<file path="src/rtl/msp_pkg.sv">
package msp_pkg;
    localparam int PT_W   = 3;
    localparam int ROI_W  = 8;
    localparam int SLOT_W = 16;

    typedef struct packed {
        logic             vld;
        logic [PT_W-1:0]  pt;
        logic             ovl;
        logic [ROI_W-1:0] roi;
    } cand_t;

    localparam int CAND_W = $bits(cand_t);
    localparam int PAD_W  = SLOT_W - CAND_W;
endpackage

</file>
<file path="src/rtl/msp_pick_max.sv">
module msp_pick_max
    import msp_pkg::*;
#(
    parameter int N     = 4,
    parameter int IDX_W = 2
) (
    input  cand_t [N-1:0]    cands,
    output logic             hit,
    output logic [IDX_W-1:0] idx
);
    logic [PT_W-1:0] best_pt;

    // Strictly-greater compare on an ascending scan keeps the lowest index on ties
    always_comb begin
        hit     = 1'b0;
        idx     = '0;
        best_pt = '0;
        for (int i = 0; i < N; i++) begin
            if (cands[i].vld && (!hit || cands[i].pt > best_pt)) begin
                hit     = 1'b1;
                idx     = IDX_W'(i);
                best_pt = cands[i].pt;
            end
        end
    end
endmodule

</file>
<file path="src/rtl/msp_overlap_pair.sv">
module msp_overlap_pair
    import msp_pkg::*;
(
    input  cand_t lo_i,
    input  cand_t hi_i,
    output cand_t lo_o,
    output cand_t hi_o
);
    logic clash;

    always_comb begin
        clash = lo_i.vld && hi_i.vld && lo_i.ovl && hi_i.ovl;
        lo_o  = lo_i;
        hi_o  = hi_i;
        if (clash) begin
            // Lower index survives an equal code
            if (hi_i.pt > lo_i.pt) lo_o.vld = 1'b0;
            else                   hi_o.vld = 1'b0;
        end
    end
endmodule

</file>
<file path="src/rtl/msp_sector_pipe.sv">
module msp_sector_pipe
    import msp_pkg::*;
#(
    parameter int NUM_CAND = 4,
    parameter int MIN_PT   = 2,
    parameter int CALO_PT  = 5
) (
    input  logic                       clk,
    input  logic                       rst_n,
    input  logic [NUM_CAND*CAND_W-1:0] cand_in,
    input  logic [NUM_CAND-1:0]        calo_tag_in,
    output logic [31:0]                word_out
);
    localparam int IDX_W     = (NUM_CAND > 1) ? $clog2(NUM_CAND) : 1;
    localparam int NUM_PAIRS = NUM_CAND / 2;
    localparam logic [PT_W-1:0] MIN_PT_V  = PT_W'(MIN_PT);
    localparam logic [PT_W-1:0] CALO_PT_V = PT_W'(CALO_PT);

    typedef struct packed {
        cand_t [NUM_CAND-1:0] s1;    // after low-momentum cut
        logic  [NUM_CAND-1:0] t1;    // tags travelling with s1
        cand_t [NUM_CAND-1:0] s2;    // after calorimeter coincidence
        cand_t [NUM_CAND-1:0] s3;    // after overlap removal
        cand_t                win;   // first pick
        cand_t [NUM_CAND-1:0] rest;  // set without first pick
        logic  [31:0]         word;  // packed result
    } pipe_t;

    pipe_t q, d;

    cand_t [NUM_CAND-1:0] ovl_res;
    logic                 hit_a, hit_b;
    logic [IDX_W-1:0]     idx_a, idx_b;

    // Stage 3 pairing
    genvar k;
    generate
        for (k = 0; k < NUM_PAIRS; k++) begin : g_pair
            msp_overlap_pair i_pair (
                .lo_i (q.s2[2*k]),
                .hi_i (q.s2[2*k+1]),
                .lo_o (ovl_res[2*k]),
                .hi_o (ovl_res[2*k+1])
            );
        end
        if (NUM_CAND % 2 == 1) begin : g_odd
            assign ovl_res[NUM_CAND-1] = q.s2[NUM_CAND-1];
        end
    endgenerate

    msp_pick_max #(.N(NUM_CAND), .IDX_W(IDX_W)) i_pick_a (
        .cands (q.s3),
        .hit   (hit_a),
        .idx   (idx_a)
    );

    msp_pick_max #(.N(NUM_CAND), .IDX_W(IDX_W)) i_pick_b (
        .cands (q.rest),
        .hit   (hit_b),
        .idx   (idx_b)
    );

    always_comb begin
        cand_t second;
        d = q;

        // Stage 1: low-momentum cut
        for (int i = 0; i < NUM_CAND; i++) begin
            d.s1[i] = cand_in[i*CAND_W +: CAND_W];
            if (d.s1[i].pt < MIN_PT_V) d.s1[i].vld = 1'b0;
            d.t1[i] = calo_tag_in[i];
        end

        // Stage 2: calorimeter coincidence for the lower codes
        for (int i = 0; i < NUM_CAND; i++) begin
            d.s2[i] = q.s1[i];
            if (q.s1[i].pt < CALO_PT_V && !q.t1[i]) d.s2[i].vld = 1'b0;
        end

        // Stage 3: overlap removal
        d.s3 = ovl_res;

        // Stage 4: highest candidate
        d.rest = q.s3;
        d.win  = '0;
        if (hit_a) begin
            d.win             = q.s3[idx_a];
            d.rest[idx_a].vld = 1'b0;
        end

        // Stage 5: second candidate and packing
        second = '0;
        if (hit_b) second = q.rest[idx_b];
        d.word = {{PAD_W{1'b0}}, second, {PAD_W{1'b0}}, q.win};
    end

    always_ff @(posedge clk) begin
        if (!rst_n) q <= '0;
        else        q <= d;
    end

    assign word_out = q.word;
endmodule

</file>
<file path="config.mk">
export PLATFORM = sky130hd
export DESIGN_NAME = msp_sector_pipe
export DESIGN_NICKNAME = d
export VERILOG_FILES = /design/src/rtl/msp_pkg.sv /design/src/rtl/msp_pick_max.sv /design/src/rtl/msp_overlap_pair.sv /design/src/rtl/msp_sector_pipe.sv
export SDC_FILE = /design/constraint.sdc
export NUM_CORES = 1
export LEC_CHECK = 0
export ABC_AREA = 1
export ABC_CLOCK_PERIOD_IN_PS = 7900
export BUFFER_PORTS_ARGS = -buffer_cell sky130_fd_sc_hd__buf_2
export CAP_MARGIN = 10
export CORE_MARGIN = 1.5
export CORE_UTILIZATION = 38
export DETAILED_ROUTE_END_ITERATION = 10
export RECOVER_POWER = 25
export REMOVE_ABC_BUFFERS = 1
export SLEW_MARGIN = 40
export SYNTH_ARGS = -nofsm -noshare
export SYNTH_HDL_FRONTEND = slang
export SYNTH_HIERARCHICAL = 1
export SYNTH_SLANG_ARGS = --single-unit
</file>
<file path="constraint.sdc">
create_clock -name clk -period 7.9 [get_ports clk]
set_input_delay 1.185 -clock clk [delete_from_list [all_inputs] [get_ports clk]]
set_output_delay 1.185 -clock clk [all_outputs]
set_load 0.01 [all_outputs]
</file>
==> results.txt, run 1 <==
Reg2Reg Capture Point: d[10]
Die Y-Extent: 163 µm
Simple-gate share of the synthesized area: 21.7%
Slew Limit Fails: 151
Share of cells above drive strength 1: 20.5%
Pre-CTS setup slack: 3.30 ns
Cell Pwr Density: 250 nW/µm²
Worst Setup Start Kind: input port
Ant. Diodes: 0
Final Hold Fails: 0
Share of synthesized registers carrying an async set or reset: 0%
Post-CTS Setup Bufs: 0
Synth unique cells: 26
Crit Path Category: input port to flop
F_max: 0.183 GHz
Compound-Gate Fraction of Synth Area: 2.22%
Post-CTS resize count: 0
Max-cap violations: 2
CTS tree: done
XOR/XNOR Fraction of Synth Area: 0%
R2R setup slack: 3.28 ns
Syn Inst Count: 1258
Most common cell in the netlist: nand2_1
First-pass GRT wire length: 28200 µm
Largest family of logic cells by synthesized area: simple AND/OR/NAND/NOR gates
Worst hold path stage count: 2
Relative slew slack: -122%
Final HPWL from detailed placement: 11000 µm
P_leak: 5.64 nW
GRT Util Overall: 12.9%
Synthesized-area fraction occupied by adder cells: 3.10%
Later-pin clock latency in the skew report: 0.52 ns
Setup TNS: 0 ns
Setup ws final: 2.42 ns
Pwr Total: 2.63 mW
Area leader, netlist: dfxtp_1
Failing checks: max-capacitance violations, max-slew violations
Netlist Area Pre-Place: 9690 µm²
DR pass1 iterations: 4
# rows: 58
Vias in the first global route: 6152
Clk pin slew, worst setup/hold paths: 0.06 ns
CTS H-tree lvls: 1
Vias/cell: 4.03
WP data required: 8.34 ns
GP Congestion: 0.879
Top post-synthesis cells by area: dfxtp_1 (52%), nand2_1 (14%), buf_4 (7.1%)
Yosys warning total: 6
Ports: 90
Post-synth EDFFs: 0
Largest net degree at the start of global routing: 90
Ys flop type: dfxtp_1
Crit share post-route: 69.3%
Sink Count: 251
CTS Buffer Depth: 3
Post-synthesis mux area share: 0%
Worst reg2reg startpoint: q[109]
Sequential area share after synthesis: 51.9%
Port Buf Inserts: 83
DR WL/cell: 10.3 µm
DR vias: 6455
Die area: 26500 µm²
1st-iter DRT viols: 277
Crit end category: flop
Hold path start: d[188]
DRT antenna net count: 0
CTS buffer count: 26
Hold EP: q[188]
Min Tclk post-route: 5.48 ns
Critical path data arrival time: 5.92 ns
Worst vdd ir: 0.000135 V
Status: finished with violations
Worst-Margin Slew: 3.33 ns
CTS root buffer: clkbuf_16
Nets: 1338
Synth Register Bits: 251
Unrepaired setup endpoints after global routing: no
Drt drc: 0
Final wirelength: 16500 µm
Crit Path Max Fanout: 89
Die width: 163 µm
Worst hold path type: flop to flop
Post-Syn Area per Cell: 7.70 µm²
Top-area cell type share of the netlist area: 51.9%
Clk_skew: 0.0100 ns
Commonest cells post-synth: nand2_1 (371), dfxtp_1 (251), inv_2 (168), inv_1 (135), nand3_1 (97)
Synth-to-Final Area Change: 8.69%
CORE AREA: 25100 µm²
Initial Utilization: 38.6%
Total grt overflow: 0
FF-to-FF path depth: 30
Initial antenna violation count: 0
Setup violations, final: 0
CTS Hold Bufs: 0
report_power, final:
part	switching [mW]	internal, mW	total, mW
logic	0.0644	0.0394	0.104
registers	0.0150	1.30	1.32
clock network	0.470	0.738	1.21
total	0.550	2.08	2.63
critical path: stages:
cell	delay, ns
clkbuf_1	1.74
clkbuf_1	2.45
nand2_1	0.25
a21boi_1	0.25
metrics by stage:
step / std cells / instance area (µm²) / hold slack, ns / utilization [%]
after floorplan: 1140 / 8810 / 0.400 / -
after global placement: 1558 / 9690 / 0.403 / 38.6
after detailed placement: 1558 / 9690 / 0.403 / 38.6
after CTS: 1602 / 10500 / 0.415 / 42.0
after global routing: 1602 / 10500 / 0.423 / 41.9
final: 1602 / 10500 / 0.409 / 41.9
registers in the layout, summed over array words and instances (netlist names):
| signal | flops |
|---|---|
| d | 61 |
| q | 164 |
| word_out | 26 |
how the worst max path moves through the flow:
stage / cells after the start / start / slack [ns] / end
after floorplan: 22 / q[109] / 3.35 / d[0]
final: 4 / rst_n / 2.42 / q[230]
after CTS: 30 / q[109] / 3.29 / d[10]
after detailed placement: 30 / q[109] / 3.30 / d[10]
after global routing: 4 / rst_n / 1.55 / q[230]
after global placement: 27 / q[109] / 3.45 / q[44]
layout by cell type (no fill, tap or decap), types with 26 or more instances in the layout:
master / instances
nand2_1: 371
dfxtp_1: 251
inv_1: 135
inv_2: 126
nand3_1: 97
buf_2: 82
clkinv_1: 42
nor2_1: 26
a21oi_1: 26
clkbuf_16: 26
layer usage:
layer,track usage [%],wire length [µm],up-vias
met3,1.83,905,31
met5,0,0,-
met1,16.4,7630,2757
met4,4.67,427,0
li1,-,-,3537
met2,22.2,7590,130
area by class of cell:
class,instances,area (µm²)
well taps,330,413
repair buffers,88,448
clock buffers,36,728
clock inverters,8,126
multi-input cells,585,2650
inverters,304,1140
flip-flops and latches,251,5020
fillers,2615,14600
kinds of logic (layout without fill, tap and decap cells):
group	count (synthesis)	count (layout)
fa+ha+maj	24	24
simple gates	514	514
buf+inv	427	436
compound gates	41	41
other cells	1	6
flops	251	251
Note: power is estimated with default switching activity, not from simulation.
==> run 2: changes to the inputs <==
ABC_AREA = 0   (was 1)
ABC_CLOCK_PERIOD_IN_PS = 5500   (was 7900)
clock period = 5.5 ns   (was 7.9 ns; I/O delays follow)
==> results.txt, run 2 <==
Status: complete, no violations
Buf/Inv on CP: 1
Worst vdd ir: 0.000246 V
Port Buf Inserts: 83
Share of cells above drive strength 1: 16.5%
Relative slew slack: 52.5%
Top post-synthesis cells by area: dfxtp_1 (56%), and2_1 (15%), buf_4 (7.0%)
Crit Path Category: flop to flop
Later-pin clock latency in the skew report: 0.51 ns
Post-CTS resize count: 0
FF-to-FF path depth: 20
Commonest non-fill, non-tap cell in the layout: dfxtp_1
Flop pwr share: 51.8%
Synth unique cells: 39
Top-area cell type share of the netlist area: 56.1%
DR WL/cell: 11.7 µm
Synth-to-Final Area Change: 10.2%
Largest family of logic cells by synthesized area: simple AND/OR/NAND/NOR gates
R2R setup slack: 0.33 ns
Finished Layout Cells: 1153
Area leader, netlist: dfxtp_1
CTS buffer count: 25
Final HPWL from detailed placement: 9030 µm
Min Tclk post-route: 5.17 ns
Ant. Diodes: 0
Worst hold path type: flop to flop
CTS tree: done
Reg2Reg Capture Point: d[7]
Setup violations, final: 0
Crit end category: flop
Cell Pwr Density: 370 nW/µm²
Initial Utilization: 38.4%
Synth Register Bits: 251
CTS Buffer Depth: 3
Slew Limit Fails: 0
Most common cell in the netlist: dfxtp_1
Largest net degree at the start of global routing: 137
Sw Ratio: 20.1%
1st-iter DRT viols: 180
P_leak: 3.96 nW
Syn Inst Count: 812
Crit-path slowest cell: dfxtp_1
Die width: 157 µm
Share of synthesized registers carrying an async set or reset: 0%
Sequential area share after synthesis: 56.1%
Commonest cells after routing, fill and taps aside: dfxtp_1 (251), and2_1 (201), buf_2 (82)
Post-synthesis mux area share: 6.56%
Crit share post-route: 94.1%
Final wirelength: 13500 µm
Ports: 90
Post-CTS Setup Bufs: 0
F_max: 0.193 GHz
Vias/cell: 4.17
Comb pwr share: 3.3%
Sink Count: 251
Synthesized-area fraction occupied by adder cells: 3.35%
WP data required: 5.93 ns
Hold slack final: 0.423 ns
Critical path data arrival time: 5.60 ns
Max reg flops: 164
Worst hold path stage count: 2
Max-cap violations: 0
Crit-path cells: nand2_1, ha_1, and3b_1, o21ai_1, or2_1, a32oi_1, ha_1, nor2b_1, o21a_1, o311a_1, mux2_1, ha_1, nor2b_1, o21ai_0, a32oi_1, o21ai_0, o21ai_0, nand3b_1, buf_4, o22ai_1
Cell total after placement: 1109
NetSw: 0.734 mW
Ys flop type: dfxtp_1
CP delay by family, top: compound AO/OA/AOI/OAI gates
Crit Path Max Fanout: 11
Netlist Area Pre-Place: 8960 µm²
Simple-gate share of the synthesized area: 17.7%
Vias in the first global route: 4506
DR pass1 iterations: 4
DR vias: 4812
CTS Hold Bufs: 0
Clock network power share: 44.9%
Post-Syn Area per Cell: 11.0 µm²
Internal power: 2.92 mW
Util after Layout: 42.3%
Setup TNS: 0 ns
# rows: 56
Post-synth EDFFs: 0
Clk_skew: 0.00623 ns
Initial antenna violation count: 0
Unrepaired setup endpoints after global routing: no
DRT antenna net count: 0
Hold path start: q[203]
Compound-Gate Fraction of Synth Area: 5.77%
Worst-Margin Slew: 0.713 ns
Worst reg2reg startpoint: q[109]
Nets: 899
CTS H-tree lvls: 1
Die area: 24500 µm²
Hold EP: q[187]
GP Congestion: 0.804
CTS root buffer: clkbuf_16
Commonest cells post-synth: dfxtp_1 (251), and2_1 (213), buf_4 (84), mux2i_1 (52), inv_1 (27)
CORE AREA: 23300 µm²
Top reg by flops: q
Die Y-Extent: 157 µm
GRT Util Overall: 11.2%
Final Hold Fails: 0
Total grt overflow: 0
Yosys warning total: 6
Max stage delay on crit path: 0.52 ns
XOR/XNOR Fraction of Synth Area: 0%
Worst Setup Start Kind: flop
Clk pin slew, worst setup/hold paths: 0.06 ns
First-pass GRT wire length: 22300 µm
Drt drc: 0
[run 2: cell count changes after synthesis, sizes merged, moves of 6 or more]
cell	before	now
and2	6	215
nor2	29	2
mux2i	0	52
a21oi	26	6
o21a	0	8
o22ai	0	26
buf	122	116
a32oi	0	6
mux2	0	6
nand2	375	16
inv	303	28
nand3	97	8
[run 2: layer usage]
metal  up-vias  GRT usage (%)  wire length [µm]
met2        79           18.8              6190
met1      2153           14.6              6470
met5         -              0                 0
li1       2561              -                 -
met3        19           2.16               611
met4         0           3.36               242
[run 2: tightest hold or removal path, stage by stage (launching register included)]
cell and delay (ns):
dfxtp_1 0.29, inv_1 0.04, a21oi_1 0.05
[run 2: logic make-up (layout without fill, tap and decap cells)]
logic type               after synthesis  after routing
AND/OR/NAND/NOR                      259            259
flip-flops                           251            251
buffers and inverters                145            162
AO/OA/AOI/OAI                         74             74
multiplexers                          58             58
adder cells (fa/ha/maj)               24             24
other                                  1              6
[run 2: worst max-delay path by stage]
stage / from / end / cells past startpoint
2_1_floorplan: q[44] / word_out[16] / 13
3_3_place_gp: q[109] / d[6] / 20
3_5_place_dp: q[109] / d[6] / 20
4_1_cts: q[109] / d[6] / 20
5_1_grt: q[109] / d[7] / 20
6_report: q[109] / d[7] / 20
[run 2: power by group through the flow]
stage	sequential (mW)	clock, mW	combinational, mW
finish	1.89	1.64	0.121
global route	1.90	1.77	0.139
CTS	1.89	1.69	0.123
detailed placement	1.93	0	0.123
global placement	1.93	0	0.120
floorplan	1.92	0	0.0719
[run 2: stage by stage]
step	worst slack, ns	power, mW	area (µm²)
finish	0.327	3.65	9870
global route	0.00729	3.81	9870
CTS	0.373	3.70	9870
detailed placement	0.359	2.05	9060
global placement	0.473	2.05	9010
floorplan	-0.0968	2.00	8140
[run 2: layout make-up]
cell class	count	area [µm²]
Clock buffer	40	752
Clock inverter	4	63.8
Fill cell	2271	13500
Inverter	28	105
Multi-Input combinational cell	421	3030
Sequential cell	251	5020
Tap cell	319	399
Timing Repair Buffer	90	502
